<file path="src/rtl/cq_retire_queue.sv">
module cq_retire_queue #(
  parameter int DEPTH   = 16,
  parameter int ALLOC_W = 3,
  parameter int RET_W   = 3,
  parameter int FIN_W   = 2,
  localparam int IW = $clog2(DEPTH),
  localparam int TW = IW + 1,
  localparam int CW = $clog2(ALLOC_W + 1),
  localparam int RW = $clog2(RET_W + 1)
) (
  input  logic                  clk,
  input  logic                  rst_n,
  input  logic [CW-1:0]         alloc_cnt,
  input  logic [ALLOC_W-1:0]    alloc_br,
  output logic                  alloc_ok,
  output logic [ALLOC_W*TW-1:0] alloc_tags,
  input  logic [FIN_W-1:0]      fin_valid,
  input  logic [FIN_W*TW-1:0]   fin_tags,
  input  logic [FIN_W-1:0]      fin_exc,
  input  logic                  br_valid,
  input  logic                  br_mispred,
  input  logic [TW-1:0]         br_tag,
  output logic                  flush,
  output logic [RW-1:0]         retire_cnt,
  output logic [TW-1:0]         retire_tag,
  output logic                  exc_valid,
  output logic [TW-1:0]         exc_tag,
  input  logic                  exc_clear,
  output logic [TW-1:0]         free_cnt
);

  logic [TW-1:0]    head, tail, occ, br_off;
  logic [DEPTH-1:0] done_q, exc_q, br_q;
  logic             halt, br_live, head_exc;
  logic [IW-1:0]    a_idx [ALLOC_W];
  logic [IW-1:0]    f_idx [FIN_W];
  logic [FIN_W-1:0] f_live;
  logic [RET_W:0]   go;

  assign occ        = tail - head;
  assign free_cnt   = TW'(DEPTH) - occ;
  assign retire_tag = head;
  assign exc_valid  = halt;

  assign br_off  = br_tag - head;
  assign br_live = br_off < occ;
  assign flush   = br_valid && br_mispred && br_live && br_q[br_tag[IW-1:0]];

  assign alloc_ok = (alloc_cnt != '0) && (TW'(alloc_cnt) <= free_cnt) && !flush;

  for (genvar a = 0; a < ALLOC_W; a++) begin : g_alloc
    assign alloc_tags[a*TW +: TW] = tail + TW'(a);
    assign a_idx[a] = alloc_tags[a*TW +: IW];
  end

  for (genvar f = 0; f < FIN_W; f++) begin : g_fin
    logic [TW-1:0] off;
    assign off       = fin_tags[f*TW +: TW] - head;
    assign f_live[f] = off < occ;
    assign f_idx[f]  = fin_tags[f*TW +: IW];
  end

  assign go[0] = !halt;
  for (genvar r = 0; r < RET_W; r++) begin : g_ret
    logic [TW-1:0] t;
    assign t       = head + TW'(r);
    assign go[r+1] = go[r] && (TW'(r) < occ) && done_q[t[IW-1:0]] && !exc_q[t[IW-1:0]];
  end

  always_comb begin
    retire_cnt = '0;
    for (int r = 1; r <= RET_W; r++) retire_cnt += RW'(go[r]);
  end

  assign head_exc = !halt && (occ != '0) && done_q[head[IW-1:0]] && exc_q[head[IW-1:0]];

  always_ff @(posedge clk) begin
    if (!rst_n) begin
      head    <= '0;
      tail    <= '0;
      done_q  <= '0;
      exc_q   <= '0;
      br_q    <= '0;
      halt    <= 1'b0;
      exc_tag <= '0;
    end else begin
      head <= head + TW'(retire_cnt);
      for (int f = 0; f < FIN_W; f++) begin
        if (fin_valid[f] && f_live[f]) begin
          done_q[f_idx[f]] <= 1'b1;
          exc_q[f_idx[f]]  <= fin_exc[f];
        end
      end
      if (br_valid && br_live) done_q[br_tag[IW-1:0]] <= 1'b1;
      if (halt && exc_clear) begin
        halt <= 1'b0;
        exc_q[head[IW-1:0]] <= 1'b0;
      end else if (head_exc) begin
        halt    <= 1'b1;
        exc_tag <= head;
      end
      if (flush) begin
        tail <= br_tag + TW'(1);
      end else if (alloc_ok) begin
        tail <= tail + TW'(alloc_cnt);
        for (int a = 0; a < ALLOC_W; a++) begin
          if (CW'(a) < alloc_cnt) begin
            done_q[a_idx[a]] <= 1'b0;
            exc_q[a_idx[a]]  <= 1'b0;
            br_q[a_idx[a]]   <= alloc_br[a];
          end
        end
      end
    end
  end

endmodule


</file>
<file path="config.mk">
export PLATFORM = sky130hd
export DESIGN_NAME = cq_retire_queue
export DESIGN_NICKNAME = d
export VERILOG_FILES = /design/src/rtl/cq_retire_queue.sv
export SDC_FILE = /design/constraint.sdc
export NUM_CORES = 1
export LEC_CHECK = 0
export BUFFER_PORTS_ARGS = -buffer_cell sky130_fd_sc_hd__buf_2
export CAP_MARGIN = 20
export CORE_MARGIN = 4
export CORE_UTILIZATION = 40
export CTS_CLUSTER_SIZE = 28
export DETAILED_ROUTE_END_ITERATION = 8
export GPL_TIMING_DRIVEN = 1
export PLACE_DENSITY = 0.62
export SLEW_MARGIN = 20
export SYNTH_ARGS = -nofsm -noshare
export SYNTH_HDL_FRONTEND = slang
export SYNTH_SLANG_ARGS = --single-unit
</file>
<file path="constraint.sdc">
create_clock -name clk -period 6.3 [get_ports clk]
set_input_delay 0.945 -clock clk [delete_from_list [all_inputs] [get_ports clk]]
set_output_delay 0.945 -clock clk [all_outputs]
set_load 0.05 [all_outputs]
</file>
==> Yosys cells after proc, flatten, opt, wreduce, memory -nomap -nowiden <==
Cells that the tools add are included.
{ "classes": {"n_lt_le_gt_ge": 26, "n_bitwise": 17, "n_mux": 78, "n_reduce_logical": 39, "add_sub_neg": 14} }
{ "ops": {"columns": ["cell", "count"], "rows": [
  ["$mux 16", 43],
  ["$and 16x16->16", 7],
  ["$bwmux 16", 5],
  ["$not 16->16", 4],
  ["$or 16x16->16", 3],
  ["$lt 4x5->1 const B", 9],
  ["$bmux 1 s4", 7],
  ["$demux 1 s4", 7],
  ["$ge 4x1->1 const B", 7],
  ["$logic_and 1x1->1", 28],
  ["$sub 5x5->5", 4],
  ["$lt 5x5->1", 3],
  ["$mux 1", 14],
  ["$add 5x1->5 const B", 2],
  ["$add 5x2->5", 2],
  ["$lt 1x5->1 const A", 2],
  ["$mux 5", 2],
  ["$add 5x2->5 const B", 1],
  ["$le 2x5->1", 1],
  ["$logic_not 1->1", 5],
  ["$lt 2x5->1 const A", 1],
  ["$reduce_bool 5->1", 1],
  ["$sub 5x5->5 const A", 1],
  ["$add 4x1->4 const B", 1],
  ["other kinds (9)", 14]
]} }
{ "totals": {"register_bits": 64, "word_cells": 181, "inputBits": 29, "output_inout_bits": 35} }

==> Logic depth before layout (Yosys ltp) <==
Gate-level depths: netlist of the first run.
{ "logic_depth": {"word_depth": 27, "ltp_mapped": 17, "ltp_nobuf": 15} }

==> Worst setup path after synthesis of the first run <==
OpenSTA, ideal clock, no wires.
{ "synth_path": {"path_type": "flip-flop to output port", "from": "reg tail[0]", "to": "out alloc_ok", "t_required_ns": 5.355, "stages_incl_launch_ff": 16, "slack_ns": 0.981, "arrival_time_ns": 4.374, "n_path_buf": 2, "path_cell_list": "dfxtp_1 -> inv_1 -> ha_1 -> fa_1 -> nand2b_1 -> a21oi_1 -> xnor2_1 -> buf_2 -> ha_1 -> inv_1 -> a211oi_1 -> a31o_2 -> or2_2 -> a21o_1 -> clkinv_4 -> buf_6"} }
{ "synth_via": {"word_cells_on_any_way": 9, "classes_between": "2 x add/sub; 2 x order compare; 5 x reduce/logical"} }
{ "synth_lines": {"columns": ["item", "line_no", "source"], "rows": [
  ["from (decl)", "32", "logic [TW-1:0] head, tail, occ, br_off;"],
  ["from (signal assigned)", "103", "tail <= br_tag + TW'(1);"],
  ["from (signal assigned)", "105", "tail <= tail + TW'(alloc_cnt);"],
  ["$sub 5x5->5", "40", "assign occ = tail - head;"],
  ["$sub 5x5->5", "41", "assign free_cnt = TW'(DEPTH) - occ;"],
  ["via free_cnt[4]", "29", "output logic [TW-1:0] free_cnt"],
  ["$le 2x5->1", "49", "assign alloc_ok = (alloc_cnt != '0) && (TW'(alloc_cnt) <= free_cnt) && !flush;"],
  ["$logic_and 1x1->1 (2 in a row)", "49", null],
  ["to (decl)", "15", "output logic alloc_ok,"]
]} }
The timed path passes the listed nets, and every way through them passes these cells.

==> Worst setup path in the final report of the first run <==
{ "layout_path": {"from": "reg tail[0]", "to": "out alloc_ok"} }
{ "layout_via": {"elab_chain_cells": 6, "word_cells_on_any_way": 9, "classes_between": "2 x add/sub; 2 x order compare; 5 x reduce/logical"} }
{ "layout_lines": {"columns": ["item", "line_no"], "rows": [
  ["$sub 5x5->5 *", "40"],
  ["parallel branches: the longest is 4 deep, another holds $sub 5x5->5", null],
  ["$logic_and 1x1->1 *", "49"]
]} }
Every way passes the cells marked *.

==> results of run 1 <==
layer usage:
metal	track usage, %	vias up
met5	0	-
met4	8.89	0
met3	4.94	55
met2	35.7	271
met1	32.1	2930
li1	-	2992
cell families after synthesis:
kind of cell	share of synthesized area [%]
flops	20.5
fa+ha+maj	12.4
simple gates	25.4
compound gates	20.0
xor+xnor	5.29
mux	10.9
buf+inv	5.47
placed cells by master, fill, tap and decap left out, types with 8 or more instances in the layout:
| cell type | Yosys | layout |
|---|---|---|
| mux2i_1 | 30 | 30 |
| o211ai_1 | 9 | 9 |
| clkbuf_16 | 0 | 9 |
| a311oi_1 | 24 | 24 |
| mux4_2 | 16 | 16 |
| nor3_1 | 23 | 22 |
| nor2b_1 | 8 | 8 |
| a211oi_1 | 17 | 17 |
| nor3b_1 | 19 | 19 |
| o21ai_0 | 31 | 31 |
| a21oi_1 | 19 | 19 |
| nand2b_1 | 9 | 9 |
| xnor2_1 | 20 | 20 |
| a221oi_1 | 14 | 14 |
| buf_2 | 8 | 63 |
| xor2_1 | 15 | 15 |
| dfxtp_1 | 64 | 64 |
| ha_1 | 47 | 47 |
| and3_1 | 12 | 12 |
| inv_1 | 32 | 32 |
| a31oi_1 | 35 | 35 |
| nand3_1 | 49 | 49 |
| nor2_1 | 87 | 87 |
| nand2_1 | 100 | 100 |
worst reg2reg max path, stage by stage, from the launching register on:
cell and delay (ns):
dfxtp_1 0.51, inv_1 0.20, ha_1 0.26, fa_1 0.41, xor2_1 0.46, and2_1 0.26
and2_1 0.14, ha_1 0.23, inv_1 0.07, a211oi_1 0.07, a31o_2 0.23, or2_2 0.32
a21o_1 0.21, buf_4 0.22, o21ai_0 0.64, a211oi_1 0.11
area by class of cell:
cell class	count	area, µm²
sequential	64	1280
clock inverter	4	45.0
multi-input combinational	652	4630
tap	211	264
fill	1549	8310
clock buffer	12	236
inverter	35	136
timing repair buffer	69	360
per-stage QoR:
step / util [%] / instance area, µm² / setup WS [ns]
3_5_place_dp: 43.7 / 6660 / 1.54
6_report: 45.5 / 6950 / 1.15
5_1_grt: 45.5 / 6950 / 0.820
4_1_cts: 45.5 / 6940 / 1.17
3_3_place_gp: 43.7 / 6660 / 1.59
2_1_floorplan: - / 6240 / 0.981
state kept, by name, summed over array words and instances, names as in the netlist:
signal and flops:
exc_q 16, done_q 16, exc_tag 5, retire_tag 5
exc_valid 1, br_q 16, tail 5
power breakdown:
| group | total (mW) | internal (mW) | switching, mW |
|---|---|---|---|
| clock | 0.489 | 0.304 | 0.184 |
| sequential | 0.557 | 0.476 | 0.0819 |
| combinational | 1.62 | 0.521 | 1.10 |
| total | 2.67 | 1.30 | 1.37 |
worst paths after layout:
| check | from | end | slack (ns) | cells past startpoint |
|---|---|---|---|---|
| setup / recovery | tail[0] | alloc_ok | 1.15 | 14 |
| hold reg to reg | exc_tag[3] | exc_tag[3] | 0.49 | 2 |
| setup reg to reg | tail[0] | exc_q[0] | 1.79 | 15 |
| hold / removal | exc_tag[3] | exc_tag[3] | 0.49 | 2 |
==> results.cfg, run 1 <==
[clocking]
cts_resized = 0
clkLatencyLatePin_ns = 0.34
cts_num_sinks = 64
cts_tree = yes
clkTransAtPathRegs_ns = 0.06
htreeDepth = 3
post_cts_buffers = 0
clock_path_buffers = 2
cts_buffers = 9
hold_buffers = 0
cts_root_buf = clkbuf_16

[routing]
wl_met1_um = 9100
dr.first_iter.drc_count = 617
top_layer_used = met4
vias_per_cell = 5.97
drc_errors = 0
vias = 6248
wire_per_inst_um = 19.8
routed_wl_um = 20700
met2_length_um = 9290
wl_met3_um = 1550
antenna_left = 0
dr.pass1.iters = 6

[setup_path]
crit_type = reg -> out
cp_num_buf_inv = 4
slowest_stage = dfxtp_1
crit_required_ns = 5.35
crit_family = adder cells
path_cells = inv_1 > ha_1 > fa_1 > xor2_1 > and2_1 > and2_1 > ha_1 > inv_1 > a211oi_1 > a31o_2 > or2_2 > a21o_1 > clkinv_4 > buf_2
path_max_fanout = 25
endpoint_kind = output port
slowest_delay_ns = 0.51
arrival_ns = 4.20
cp-start-kind = flop

[synthesis]
synthArstFlopShare_pct = 0
synth_cell_type_count = 57
synth_most_common_cell = nand2_1
syn_area_per_cell_um2 = 7.82
seq_area_frac_synth_pct = 20.5
yosysTopAreaCellShare_pct = 20.5
ys.flop_type = dfxtp_1
synth_edf_count = 0
synth_cells = 798
synth.area.top_cells = dfxtp_1 (21%), ha_1 (9.4%), nand2_1 (6.0%)
synth_seq_cells = 64
synth_common_cells = nand2_1 (100), nor2_1 (87), dfxtp_1 (64), nand3_1 (49), ha_1 (47)
yosysTopAreaCell = dfxtp_1
syn_nets = 881
syn-cell-area_mm2 = 0.00624
ys.warnings.count = 0

[floorplanning]
rows = 45
fp.coreArea_mm2 = 0.0153
boundaryPins = 64
dieArea_mm2 = 0.0177
start_util_pct = 40.9
die_h_um = 133
die-width_um = 133

[sta]
fmax_mhz = 194
maxSlewHeadroom_pct = 22.5
holdWs_ns = 0.490
tns_ns = 0
worst_pin_slew_ns = 1.15
rsz0062_at_grt = no
finalMaxSlewViolations = 0
post-route-min-period_ns = 5.15
finalHoldViolCount = 0
skew_ns = 0.00567
post-route-period-util_pct = 81.7
setup_viol_count_final = 0

[final_layout]
nets = 914
syn_to_final_growth_pct = 11.3
fin_cells = 1047
n_antenna_cell = 0
layout-drive-gt1-share_pct = 14.0

[job]
cap_violations = 0

[global_route]
grt_max_degree = 39
antenna_found_initial = 0
grt_use_total_pct = 23.3
grt_pass1_wl_um = 32400
grt_pass1_vias = 5646
overflow = 0

[hold_path]
hp-class = reg -> reg

[place]
place_congestion = 0.954
portBuffers = 63
dp_hpwl_um = 15800
place_inst = 1031

[pwr]
p_leak_nw = 2.59
power_mw = 2.67
p_per_area_mw_per_mm2 = 384
peakVddDrop_uv = 246

[run_status]
status = completed
(Power assumes the default switching activity.)
==> inputs of run 2 (changes only) <==
clock period = 4.9 ns   (was 6.3 ns; I/O delays follow)
==> run 2 against run 1 <==
  * Cell area grew 1.7%
  * Largest cell class unchanged
  * Flip-flop and latch count unchanged
  * Critical path depth did not move
==> results.cfg, run 2 (synthesized netlist as in run 1, its figures left out) <==
[sta]
finalMaxSlewViolations = 0
worst_pin_slew_ns = 0.875
skew_ns = 0.0113
fin_ws_ns = 0.306
maxSlewHeadroom_pct = 41.3
finalHoldViolCount = 0
setup_viol_count_final = 0
post-route-period-util_pct = 93.8
tns_ns = 0
post-route-min-period_ns = 4.59
fmax_mhz = 218
rsz0062_at_grt = no

[place]
portBuffers = 63
dp_hpwl_um = 16000
place_congestion = 0.950
dp_slack_ns = 0.647
place_inst = 1041
dpl_cell_area_mm2 = 0.00674

[global_route]
antenna_found_initial = 0
grt_pass1_wl_um = 32800
overflow = 0
grt_use_total_pct = 23.5
grt_pass1_vias = 5803
grt_max_degree = 39

[clocking]
cts_resized = 0
clkLatencyLatePin_ns = 0.35
cts_num_sinks = 64
htreeDepth = 3
cts_buffers = 9
clkTransAtPathRegs_ns = 0.06
post_cts_buffers = 0
hold_buffers = 0
cts_root_buf = clkbuf_16
cts_tree = yes
clock_path_buffers = 2

[setup_path]
critPathLaunch = tail[0]
path_max_fanout = 25
rrSetupSlack_ns = 0.58
reg2regPathDepth = 14
crit_required_ns = 4.16
timing.rr.start = retire_tag[0]
timing.rr.end = retire_tag[4]
crit_top_cell = ha_1
path_cells = inv_1 > ha_1 > fa_1 > ha_1 > and2_1 > and2_1 > ha_1 > inv_1 > a211oi_1 > and3_1 > or2_2 > a21o_1 > clkinv_4 > buf_2
arrival_ns = 3.86
cp-start-kind = flop
cp-endpoint = alloc_ok
crit_type = reg -> out
slowest_delay_ns = 0.46
slowest_stage = fa_1
endpoint_kind = output port

[final_layout]
fillers = 1569
syn_to_final_growth_pct = 13.2
fin_area_mm2 = 0.00707
final_util_pct = 46.3
final_cell_mix = nand2_1 (100), nor2_1 (87), buf_2 (63)
nets = 924
fin_cells = 1057
n_antenna_cell = 0
layout-drive-gt1-share_pct = 15.6
final_common_cell = nand2_1
reg_top3 = br_q (16), done_q (16), exc_q (16)

[floorplanning]
die_h_um = 133
die-width_um = 133
start_util_pct = 40.9
rows = 45
fp.coreArea_mm2 = 0.0153
dieArea_mm2 = 0.0177
boundaryPins = 64

[routing]
routed_wl_um = 21000
antenna_left = 0
wl_met3_um = 1700
dr.first_iter.drc_count = 538
met2_length_um = 9430
top_layer_used = met4
dr.pass1.iters = 6
wire_per_inst_um = 19.9
drc_errors = 0
vias = 6301
vias_per_cell = 5.96
wl_met1_um = 9180

[pwr]
peakVddDrop_uv = 403
p_int_mw = 1.76
comb_power_share_pct = 60.2
p_per_area_mw_per_mm2 = 502
p_switching_mw = 1.78
swShare_pct = 50.3
clock_power_share_pct = 19.8
p_leak_nw = 2.65
pwr-share-seq_pct = 20.0

[hold_path]
hp-class = reg -> reg

[job]
cap_violations = 0

[run_status]
status = completed
run 2: how the worst min path moves through the flow:
stage | from | endpoint | slack [ns] | depth (start not counted)
2_1_floorplan | exc_q[10] | exc_q[10] | 0.47 | 2
3_3_place_gp | exc_tag[3] | exc_tag[3] | 0.47 | 2
3_5_place_dp | exc_tag[4] | exc_tag[4] | 0.48 | 2
4_1_cts | exc_tag[4] | exc_tag[4] | 0.49 | 2
5_1_grt | exc_tag[3] | exc_tag[3] | 0.52 | 2
6_report | exc_tag[4] | exc_tag[4] | 0.49 | 2
run 2: worst max-delay path, delay by kind of cell, from the launching register on:
kind,cells,cell delay (ns)
AOI/OAI and AO/OA,2,0.48
buffers and inverters,4,0.68
adders and majority gates,4,1.17
DFF,1,0.42
and+or+nand+nor,4,0.74
run 2: per-layer routing:
layer  global-route usage [%]  up-vias
li1                         -     3022
met1                     32.0     2947
met2                     37.3      290
met3                     4.41       42
met4                     8.14        0
met5                        0        -
run 2: power groups by stage:
stage | registers (mW) | logic [mW] | clock network (mW)
2_1_floorplan | 0.733 | 1.59 | 0
4_1_cts | 0.707 | 2.12 | 0.708
3_5_place_dp | 0.718 | 2.11 | 0
6_report | 0.711 | 2.13 | 0.701
3_3_place_gp | 0.719 | 2.11 | 0
5_1_grt | 0.723 | 2.31 | 0.731
run 2: per-stage QoR:
stage / power, mW / hold WS, ns
after global routing: 3.77 / 0.522
after CTS: 3.53 / 0.492
after floorplan: 2.33 / 0.475
after global placement: 2.83 / 0.469
after detailed placement: 2.83 / 0.479
final: 3.55 / 0.489
run 2: layout make-up:
cell class	instances	area [µm²]	share of cell area, %
Clock buffer	14	284	4.02
Clock inverter	2	35.0	0.496
Inverter	35	140	1.98
Multi-Input combinational cell	652	4630	65.4
Sequential cell	64	1280	18.2
Tap cell	211	264	3.74
Timing Repair Buffer	79	435	6.16
